## config.mk

```make
export PLATFORM = sky130hd
export DESIGN_NAME = fermat_xform32
export DESIGN_NICKNAME = d
export VERILOG_FILES = /design/src/rtl/fermat_xform_pkg.sv /design/src/rtl/fermat_sdf_stage.sv /design/src/rtl/fermat_scale.sv /design/src/rtl/fermat_reorder.sv /design/src/rtl/fermat_xform32.sv
export SDC_FILE = /design/constraint.sdc
export NUM_CORES = 2
export LEC_CHECK = 0
export BUFFER_PORTS_ARGS = -buffer_cell sky130_fd_sc_hd__buf_2
export CAP_MARGIN = 20
export CORE_MARGIN = 4
export CORE_UTILIZATION = 55
export CTS_BUF_LIST = sky130_fd_sc_hd__clkbuf_8
export CTS_CLUSTER_DIAMETER = 30
export CTS_CLUSTER_SIZE = 30
export DETAILED_ROUTE_END_ITERATION = 12
export PLACE_DENSITY = 0.67
export SYNTH_ARGS = -nofsm -noshare
export SYNTH_HDL_FRONTEND = slang
export SYNTH_SLANG_ARGS = --single-unit
```

## constraint.sdc

```tcl
create_clock -name clk -period 30.9 [get_ports clk]
set_input_delay 3.09 -clock clk [delete_from_list [all_inputs] [get_ports clk]]
set_output_delay 3.09 -clock clk [all_outputs]
set_load 0.02 [all_outputs]
```

## src/rtl/fermat_xform_pkg.sv

```systemverilog
`timescale 1ns/1ps
package fermat_xform_pkg;

   localparam int RES_W  = 17;          // residues 0..65536
   localparam int MODV   = 65537;       // 2^16 + 1
   localparam int IDX_W  = 5;           // widest supported index (N = 32)

   typedef logic [RES_W-1:0] resid_t;

   typedef struct packed {
      logic             vld;
      logic             sof;
      logic             inv;
      logic [IDX_W-1:0] idx;
   } tag_t;

   // (a + b) mod 65537
   function automatic resid_t mod_add(resid_t a, resid_t b);
      logic [RES_W:0] s;
      s = {1'b0, a} + {1'b0, b};
      if (s >= (RES_W+1)'(MODV))
         s = s - (RES_W+1)'(MODV);
      return s[RES_W-1:0];
   endfunction

   // (a - b) mod 65537
   function automatic resid_t mod_sub(resid_t a, resid_t b);
      logic [RES_W:0] r;
      if (a >= b)
         r = {1'b0, a} - {1'b0, b};
      else
         r = {1'b0, a} + (RES_W+1)'(MODV) - {1'b0, b};
      return r[RES_W-1:0];
   endfunction

   // v * 2^e mod 65537, e in 0..31, by shift and Fermat reduction.
   // 2^16 = -1, so e >= 16 is a shift by e-16 followed by a negation.
   function automatic resid_t shift_mul(resid_t v, logic [4:0] e);
      logic [32:0]    w;
      logic [16:0]    hi;
      logic [15:0]    lo;
      logic [RES_W:0] r;
      w  = 33'(v) << e[3:0];
      hi = w[32:16];
      lo = w[15:0];
      if ({1'b0, lo} >= hi)
         r = {2'b00, lo} - {1'b0, hi};
      else
         r = {2'b00, lo} + (RES_W+1)'(MODV) - {1'b0, hi};
      if (e[4] && (r != '0))
         r = (RES_W+1)'(MODV) - r;
      return r[RES_W-1:0];
   endfunction

   // reverse the low nb bits of x
   function automatic logic [IDX_W-1:0] bit_rev(logic [IDX_W-1:0] x, int nb);
      logic [IDX_W-1:0] r;
      r = '0;
      for (int i = 0; i < IDX_W; i++)
         if (i < nb)
            r[i] = x[nb-1-i];
      return r;
   endfunction

endpackage

```

## src/rtl/fermat_sdf_stage.sv

```systemverilog
`timescale 1ns/1ps
// One radix-2 butterfly stage with a single feedback delay line.
// Latency: D + 1 cycles, D = N / 2^(STAGE+1).
module fermat_sdf_stage
   import fermat_xform_pkg::*;
#(
   parameter int LOG2N = 5,
   parameter int STAGE = 0
) (
   input  logic   clk,
   input  logic   rst_n,
   input  tag_t   in_tag,
   input  resid_t in_data,
   output tag_t   out_tag,
   output resid_t out_data
);

   localparam int D      = 1 << (LOG2N - 1 - STAGE);
   localparam int PB     = LOG2N - 1 - STAGE;          // half-select bit
   localparam int BSH    = LOG2N - STAGE;              // block index shift
   localparam int STEP   = (1 << (IDX_W - LOG2N)) * D; // exponent per block

   resid_t fifo [D];
   tag_t   tagd [D];

   resid_t           head;
   tag_t             dtag;
   logic             second_half;
   logic [IDX_W-1:0] blk;
   logic [4:0]       e_fwd;
   logic [4:0]       e_sel;
   resid_t           scaled;
   resid_t           sum_v;
   resid_t           diff_v;
   resid_t           push_v;

   assign head        = fifo[D-1];
   assign dtag        = tagd[D-1];
   assign second_half = in_tag.vld & in_tag.idx[PB];
   assign blk         = in_tag.idx >> BSH;
   assign e_fwd       = 5'((STEP * int'(bit_rev(blk, STAGE))) % 32);
   assign e_sel       = in_tag.inv ? (5'd0 - e_fwd) : e_fwd;
   assign scaled      = shift_mul(in_data, e_sel);
   assign sum_v       = mod_add(head, scaled);
   assign diff_v      = mod_sub(head, scaled);
   assign push_v      = second_half ? diff_v : in_data;

   always_ff @(posedge clk) begin
      fifo[0] <= push_v;
      for (int i = 1; i < D; i++)
         fifo[i] <= fifo[i-1];
   end

   always_ff @(posedge clk or negedge rst_n) begin
      if (!rst_n) begin
         for (int i = 0; i < D; i++)
            tagd[i] <= '0;
         out_tag <= '0;
      end else begin
         tagd[0] <= in_tag;
         for (int i = 1; i < D; i++)
            tagd[i] <= tagd[i-1];
         out_tag <= dtag;
      end
   end

   always_ff @(posedge clk) begin
      out_data <= (dtag.vld && dtag.idx[PB]) ? head : sum_v;
   end

endmodule

```

## src/rtl/fermat_scale.sv

```systemverilog
`timescale 1ns/1ps
// Inverse frames are scaled by 1/N = 2^(32 - LOG2N); forward frames pass.
module fermat_scale
   import fermat_xform_pkg::*;
#(
   parameter int LOG2N = 5
) (
   input  logic   clk,
   input  logic   rst_n,
   input  tag_t   in_tag,
   input  resid_t in_data,
   output tag_t   out_tag,
   output resid_t out_data
);

   localparam logic [4:0] INV_N_SH = 5'(32 - LOG2N);

   always_ff @(posedge clk or negedge rst_n) begin
      if (!rst_n) out_tag <= '0;
      else        out_tag <= in_tag;
   end

   always_ff @(posedge clk) begin
      out_data <= in_tag.inv ? shift_mul(in_data, INV_N_SH) : in_data;
   end

endmodule

```

## src/rtl/fermat_reorder.sv

```systemverilog
`timescale 1ns/1ps
// Ping-pong buffer turning bit-reversed frames into natural order.
// Latency: N + 1 cycles.
module fermat_reorder
   import fermat_xform_pkg::*;
#(
   parameter int LOG2N = 5
) (
   input  logic   clk,
   input  logic   rst_n,
   input  tag_t   in_tag,
   input  resid_t in_data,
   output tag_t   out_tag,
   output resid_t out_data
);

   localparam int N      = 1 << LOG2N;
   localparam int ADDR_W = LOG2N + 1;

   typedef struct packed {
      tag_t tag;
      logic bank;
   } slot_t;

   resid_t mem [2*N];
   slot_t  dly [N];
   logic   wbank_q;
   logic   wbank;
   slot_t  rd;

   logic [ADDR_W-1:0] waddr;
   logic [ADDR_W-1:0] raddr;

   assign wbank = (in_tag.vld && in_tag.sof) ? ~wbank_q : wbank_q;
   assign waddr = {wbank, bit_rev(in_tag.idx, LOG2N)[LOG2N-1:0]};
   assign rd    = dly[N-1];
   assign raddr = {rd.bank, rd.tag.idx[LOG2N-1:0]};

   always_ff @(posedge clk) begin
      if (in_tag.vld)
         mem[waddr] <= in_data;
      out_data <= mem[raddr];
   end

   always_ff @(posedge clk or negedge rst_n) begin
      if (!rst_n) begin
         wbank_q <= 1'b1;
         for (int i = 0; i < N; i++)
            dly[i] <= '0;
         out_tag <= '0;
      end else begin
         if (in_tag.vld)
            wbank_q <= wbank;
         dly[0] <= '{tag: in_tag, bank: wbank};
         for (int i = 1; i < N; i++)
            dly[i] <= dly[i-1];
         out_tag <= rd.tag;
      end
   end

endmodule

```

## src/rtl/fermat_xform32.sv

```systemverilog
`timescale 1ns/1ps
module fermat_xform32
   import fermat_xform_pkg::*;
#(
   parameter int LOG2N         = 5,
   parameter bit NATURAL_ORDER = 1'b0
) (
   input  logic               clk,
   input  logic               rst_n,
   input  logic               in_valid,
   input  logic               in_sof,
   input  logic               in_inverse,
   input  logic [RES_W-1:0]   in_data,
   output logic               out_valid,
   output logic               out_sof,
   output logic [RES_W-1:0]   out_data
);

   localparam int N = 1 << LOG2N;

   if (LOG2N < 1 || LOG2N > IDX_W) begin : g_bad_len
      $error("LOG2N must lie in 1..5 for root 2 modulo 65537");
   end

   // frame index and direction tracking
   logic [IDX_W-1:0] cnt_q;
   logic             mode_q;
   logic [IDX_W-1:0] cur_idx;
   logic             cur_inv;
   tag_t             tag0;

   assign cur_idx = in_sof ? '0 : cnt_q;
   assign cur_inv = in_sof ? in_inverse : mode_q;
   assign tag0    = '{vld: in_valid, sof: in_valid & in_sof, inv: cur_inv, idx: cur_idx};

   always_ff @(posedge clk or negedge rst_n) begin
      if (!rst_n) begin
         cnt_q  <= '0;
         mode_q <= 1'b0;
      end else if (in_valid) begin
         cnt_q  <= (cur_idx + IDX_W'(1)) & IDX_W'(N - 1);
         mode_q <= cur_inv;
      end
   end

   // butterfly stages
   tag_t   st_tag  [LOG2N+1];
   resid_t st_data [LOG2N+1];

   assign st_tag[0]  = tag0;
   assign st_data[0] = in_data;

   for (genvar s = 0; s < LOG2N; s++) begin : g_stage
      fermat_sdf_stage #(
         .LOG2N (LOG2N),
         .STAGE (s)
      ) u_stage (
         .clk      (clk),
         .rst_n    (rst_n),
         .in_tag   (st_tag[s]),
         .in_data  (st_data[s]),
         .out_tag  (st_tag[s+1]),
         .out_data (st_data[s+1])
      );
   end

   tag_t   sc_tag;
   resid_t sc_data;

   fermat_scale #(.LOG2N(LOG2N)) u_scale (
      .clk      (clk),
      .rst_n    (rst_n),
      .in_tag   (st_tag[LOG2N]),
      .in_data  (st_data[LOG2N]),
      .out_tag  (sc_tag),
      .out_data (sc_data)
   );

   tag_t   fin_tag;
   resid_t fin_data;

   if (NATURAL_ORDER) begin : g_natural
      fermat_reorder #(.LOG2N(LOG2N)) u_reorder (
         .clk      (clk),
         .rst_n    (rst_n),
         .in_tag   (sc_tag),
         .in_data  (sc_data),
         .out_tag  (fin_tag),
         .out_data (fin_data)
      );
   end else begin : g_bitrev
      assign fin_tag  = sc_tag;
      assign fin_data = sc_data;
   end

   assign out_valid = fin_tag.vld;
   assign out_sof   = fin_tag.sof;
   assign out_data  = fin_data;

   logic unused_tag_bits;
   assign unused_tag_bits = ^{fin_tag.inv, fin_tag.idx};

endmodule

```

* After elaboration in Yosys (flattened, before gate mapping)
Memory sizes are Yosys's and may differ from the RTL's. Cells that the tools add are included. W data, S select, Z words.
Storage, ports and cells: flip-flop bits (word level) 389, RAM bits 527, input bits 22, output and inout bits 19, logic and storage cells 289, memories kept 5
Memories:
- g_stage[0].u_stage.fifo | depth 16, bits a word 17, rd ports 16, clocked after memory_dff 0, write ports 16, line fermat_sdf_stage.sv:23 | resid_t fifo [D];
- g_stage[1].u_stage.fifo | depth 8, bits a word 17, rd ports 8, clocked after memory_dff 0, write ports 8, line fermat_sdf_stage.sv:23
- g_stage[2].u_stage.fifo | depth 4, bits a word 17, rd ports 4, clocked after memory_dff 0, write ports 4, line fermat_sdf_stage.sv:23
- g_stage[3].u_stage.fifo | depth 2, bits a word 17, rd ports 2, clocked after memory_dff 0, write ports 2, line fermat_sdf_stage.sv:23
- g_stage[4].u_stage.fifo | depth 1, bits a word 17, rd ports 1, clocked after memory_dff 0, write ports 1, line fermat_sdf_stage.sv:23
Cells by class: add/subtract/negate cells 53, order comparisons 16, shifts and indexed selects 4, mux-type cells 38, bitwise logic cells 6, reduce and logical (&&, ||, !) cells 14
Operators with widths (count):
- $mux W17 | 27
- $sub A17 B17 Y17 | 10
- $shl A17 B4 Y33 | 4
- $add A16 B17 Y18 const B | 5
- $add A17 B17 Y18 | 5
- $ge A18 B17 Y1 const B | 5
- $mux W18 | 5
- $reduce_bool A18 Y1 | 5
- $add A17 B17 Y17 const B | 5
- $ge A17 B17 Y1 | 5
- $sub A17 B17 Y17 const A | 5
- $sub A17 B17 Y17 const B | 5
- $sub A16 B17 Y18 | 4
- $sub A18 B17 Y18 | 4
- $ge A16 B17 Y1 | 4
- $mux W5 | 5
- $sub A1 B4 Y5 const A | 4
- $sub A18 B12 Y18 | 1
- $add A16 B17 Y17 const B | 1
- $sub A16 B1 Y17 | 1
- $sub A16 B12 Y17 | 1
- $sub A17 B1 Y17 | 1
- $ge A16 B1 Y1 | 1
- $ge A16 B12 Y1 | 1
- 4 further kinds | 17

* Longest topological paths before layout
depth after elaboration 13, depth in mapped cells 47, depth with buffers taken out 42

* Cells and area by module
From an unflattened synthesis, not the netlist that was laid out.
Second synthesis, totals: cell total of the unflattened synthesis 5887, area, all modules 55463.2 sq um
By module, submodules not included:
- fermat_sdf_stage (g_stage[0].u_stage) | times used 1, cells an instance 1153, area an instance 14451.4 sq um, seq. area each 9188.8 sq um
- fermat_sdf_stage (g_stage[1].u_stage) | times used 1, cells an instance 1109, area an instance 11258.3 sq um, seq. area each 4864.7 sq um
- fermat_sdf_stage (g_stage[2].u_stage) | times used 1, cells an instance 1087, area an instance 9726.8 sq um, seq. area each 2702.6 sq um
- fermat_sdf_stage (g_stage[3].u_stage) | times used 1, cells an instance 1097, area an instance 8869.8 sq um, seq. area each 1621.6 sq um
- fermat_sdf_stage (g_stage[4].u_stage) | times used 1, cells an instance 1162, area an instance 8804.7 sq um, seq. area each 1081.0 sq um
- fermat_scale | times used 1, cells an instance 247, area an instance 2024.4 sq um, seq. area each 540.5 sq um
- fermat_xform32 | times used 1, cells an instance 32, area an instance 327.8 sq um, seq. area each 150.1 sq um

* Worst setup path after synthesis
No wires, ideal clock.
path kind register to register, from reg g_stage[3].u_stage.out_tag[4] in the netlist's numbering, to reg g_stage[4].u_stage.out_data[12], library setup time 133 ps, arrival time 9989 ps, data required time 30767 ps, slack 20779 ps, cell stages (with the launch flop) 45, path buffers 5, period minus slack after synthesis 10121 ps, cells stage by stage dfrtp_1 -> buf_2 -> buf_6 -> buf_1 -> inv_1 -> ha_1 -> mux2i_1 -> clkbuf_1 -> nand2_1 -> nand2_1 -> nor2_1 -> a21oi_1 -> nand2_1 -> o21ai_0 -> inv_1 -> ha_1 -> inv_1 -> ha_1 -> [... 9 more ...] -> nor3_4 -> nor2_1 -> mux2_2 -> ha_1 -> fa_1 -> a21o_1 -> a21oi_1 -> o21ai_0 -> a2111oi_0 -> nor2_1 -> xnor2_1 -> o2111ai_1 -> nor4_2 -> a41oi_1 -> clkbuf_1 -> o211ai_1 -> xor2_1 -> a21oi_1
Between the ends: longest elaborated chain between the ends 13, elaborated cells on any way between the ends 17, those cells by class add/sub: 7; order compare: 2; shift: 1; mux: 5; reduce/logical: 2
Ends and longest elaborated chain:
- from (decl) | line fermat_sdf_stage.sv:14 | output tag_t out_tag,
- from (signal assigned) | line fermat_sdf_stage.sv:63 | out_tag <= dtag;
- $sub A1 B4 Y5 | line fermat_sdf_stage.sv:42 | assign e_sel = in_tag.inv ? (5'd0 - e_fwd) : e_fwd;
- $mux W5 * | line fermat_sdf_stage.sv:42
- parallel branches: the longest is 6 deep, another holds $add A16 B17 Y18
- $mux W17 * | line fermat_xform_pkg.sv:50 | if (e[4] && (r != '0))
- $add A17 B17 Y18 * | line fermat_xform_pkg.sv:20 | s = {1'b0, a} + {1'b0, b};
- $sub A17 B17 Y17 / $ge A18 B17 Y1 (equally long branches) | line fermat_xform_pkg.sv:22, fermat_xform_pkg.sv:21
- $mux W17 * | line fermat_xform_pkg.sv:21 | if (s >= (RES_W+1)'(MODV))
- $mux W17 * | line fermat_sdf_stage.sv:68 | out_data <= (dtag.vld && dtag.idx[PB]) ? head : sum_v;
- to (signal assigned) | line fermat_sdf_stage.sv:68
- to (decl) | line fermat_sdf_stage.sv:15 | output resid_t out_data
Mark *: on every way between the ends. A chain may end at the register's enable or synchronous reset.

* Worst setup path after layout
from reg g_stage[3].u_stage.out_tag[4] in the netlist's numbering, to reg g_stage[4].u_stage.out_data[1]
The elaborated chain is that of the path after synthesis.

==> impl_metrics.yaml <==
outcome:
  status: "complete, no violations"
clocking:
  cts-root-buf: "clkbuf_8"
  clock_latency_ns: 0.85
  postCtsSetupBuffers: 0
  hold_buffers: 0
  cts_resized: 0
  clkTransAtPathRegs_ns: 0.08
  numCtsBuffers: 155
  clock_path_buffers: 3
  clock-sinks: 916
  htreeDepth: 4
  cts_tree: "built"
timing:
  slew_viol_final: 0
  finalSetupViolCount: 0
  tns_ns: 0
  post-route-period-util_pct: 37.53
  final-hold-violation-count: 0
  rsz0062_at_grt: "no"
  period_needed_ns: 11.60
  clock_skew_ns: 0.04783
  clock.fmax_mhz: 86.24
  slew_headroom_pct: 25.55
  worstMarginPinSlew_ns: 1.102
finish:
  multi_input_area_um2: 29510
  layout_common_cells: "dfxtp_1, inv_1, ha_1, nand2_1, nor2_1"
  fin_util_pct: 61.01
  final_cells: 6976
  layout-drive-gt1-share_pct: 9.029
  final_nets: 6165
  regArea_um2: 19770
  final_area_um2: 57020
  area_growth_pct: 10.03
  fillers: 8078
  layout_commonest_cell: "dfxtp_1"
grt:
  grt_pass1_vias: 38020
  grt_pass1_wl_mm: 201.8
  grt_overflow: 0
  grt_use_total_pct: 25.28
  antenna_found_initial: 3
  grt_max_degree: 87
floorplanning:
  ioPinCount: 41
  coreArea_um2: 93470
  row_count: 112
  initial_core_util_pct: 55.45
  dieArea_um2: 99210
  die_y_um: 315.0
  die_x_um: 315.0
logic_synthesis:
  synth_edf_count: 0
  synth-main-ff-cell: "dfxtp_1"
  async_flop_share_pct: 31.33
  synth.yosys.warnings: 0
  synth-seq-cells: 916
  synth_top_area_share_pct: 24.30
  seq_area_frac_synth_pct: 38.15
  syn_inst: 5524
  ys_types: 101
  ys_top_cells_by_area: "dfxtp_1, dfrtp_1, ha_1"
  synth_nets: 6107
  synth_area_leader_cell: "dfxtp_1"
  post_synth.cell_area_avg_um2: 9.382
  netlist_area_um2: 51830
detailed_routing:
  drc: 0
  met2_wirelength_mm: 58.65
  routed_wl_mm: 124.9
  ant_nets: 0
  drt_iter0_drc: 2744
  dr.max_layer_used: "met4"
  met1Wirelength_mm: 55.84
  avgViaCountPerCell: 5.580
  dr.pass1.iters: 6
  dr_wl_met3_mm: 5.617
  wire_per_inst_um: 17.91
  routed-via-count: 38930
critical_path:
  rrSetupSlack_ns: 19.30
  cpPeakStageDelay_ns: 1.05
  required_ns: 31.57
  slowest_stage: "dfrtp_1"
  setup.worst_path.start_class: "flop"
  worstPathMaxFanout: 23
  arrival_ns: 12.26
  crit_type: "reg -> reg"
  crit_top_cell: "a21oi_1"
  endpoint_kind: "flop"
  crit_buf_inv: 4
  critical_path.top_delay_family: "compound AO/OA/AOI/OAI gates"
place:
  dp.cells: 6674
  dp_hpwl_mm: 97.38
  dpl_cell_area_um2: 53170
  gp_congestion: 0.8897
  portBuffers: 40
job:
  maxCapViolations: 0
min_path:
  hold_path_class: "reg -> reg"
-- through the flow --
stage                     hold WS [ns]  setup slack [ns]
after floorplan                 0.3096             20.78
after global placement          0.3096             19.57
after detailed placement        0.3121             19.40
after CTS                       0.2921             19.35
after global routing            0.2825             18.48
final                           0.2957             19.30
-- logic make-up (layout without fill, tap and decap cells) --
group | Yosys count | in the layout | share of synthesized area [%]
buf+inv | 678 | 869 | 5.038
flops | 916 | 916 | 38.15
other cells | 0 | 7 | 0
fa+ha+maj | 561 | 561 | 15.28
simple gates | 1445 | 1445 | 13.37
xor+xnor | 470 | 470 | 7.969
compound gates | 1242 | 1242 | 15.58
mux | 212 | 212 | 4.601
-- cell usage after synthesis, drive strengths merged, types with 70 or more instances --
| master | count |
|---|---|
| dfxtp | 629 |
| inv | 505 |
| ha | 441 |
| nand2 | 412 |
| nor2 | 388 |
| xnor2 | 331 |
| a21oi | 315 |
| o21ai | 308 |
| dfrtp | 287 |
| mux2i | 140 |
| xor2 | 138 |
| clkbuf | 137 |
| fa | 120 |
| nor3 | 114 |
| nand3 | 109 |
| a31oi | 70 |
-- worst reg2reg max path: cells and delay by family, from the launching register on --
family / cells / cell delay (ns)
AOI/OAI and AO/OA: 17 / 4.23
and+or+nand+nor: 8 / 2.11
adders and majority gates: 6 / 2.10
DFF: 1 / 1.05
muxes: 3 / 0.95
buffers and inverters: 4 / 0.69
xor gates and xnor gates: 1 / 0.30
-- worst paths after layout --
| kind | from | end | cells past startpoint |
|---|---|---|---|
| worst max-delay path | g_stage[3].u_stage.out_tag[4] | g_stage[4].u_stage.out_data[1] | 39 |
| worst min-delay path | g_stage[0].u_stage.fifo[0][76] | g_stage[0].u_stage.fifo[0][93] | 0 |
| worst max register to register | g_stage[3].u_stage.out_tag[4] | g_stage[4].u_stage.out_data[1] | 39 |
| worst min register to register | g_stage[0].u_stage.fifo[0][76] | g_stage[0].u_stage.fifo[0][93] | 0 |
| max in group asynchronous | rst_n | g_stage[1].u_stage.out_tag[7] | 3 |
| min in group asynchronous | rst_n | g_stage[0].u_stage.tagd[30] | 1 |
-- sequential cells by signal, summed over array words and instances, names as in the netlist --
register	cells
mode_q	1
g_stage.u_stage.out_data	85
g_stage.u_stage.dtag	36
u_scale.out_data	17
cnt_q	5
u_scale.out_tag	2
g_stage.u_stage.fifo	527
g_stage.u_stage.out_tag	35
g_stage.u_stage.tagd	208
-- metal layers --
layer  GRT usage, %  vias up
met2          41.73      957
li1               -    19190
met3          3.523      260
met1          33.45    18520
met5              0        -
met4          10.61        0
-- layout make-up --
type	count	share of cell area, %
multi-input combinational	3930	51.74
sequential	916	34.68
clock buffer	170	4.103
inverter	510	3.357
tap	1254	2.751
clock inverter	120	2.517
timing repair buffer	69	0.8206
antenna	7	0.03072
Power is left out: the tool's default activity adds up to more than one toggle a clock period on the data nets, which glitch-free logic cannot reach.
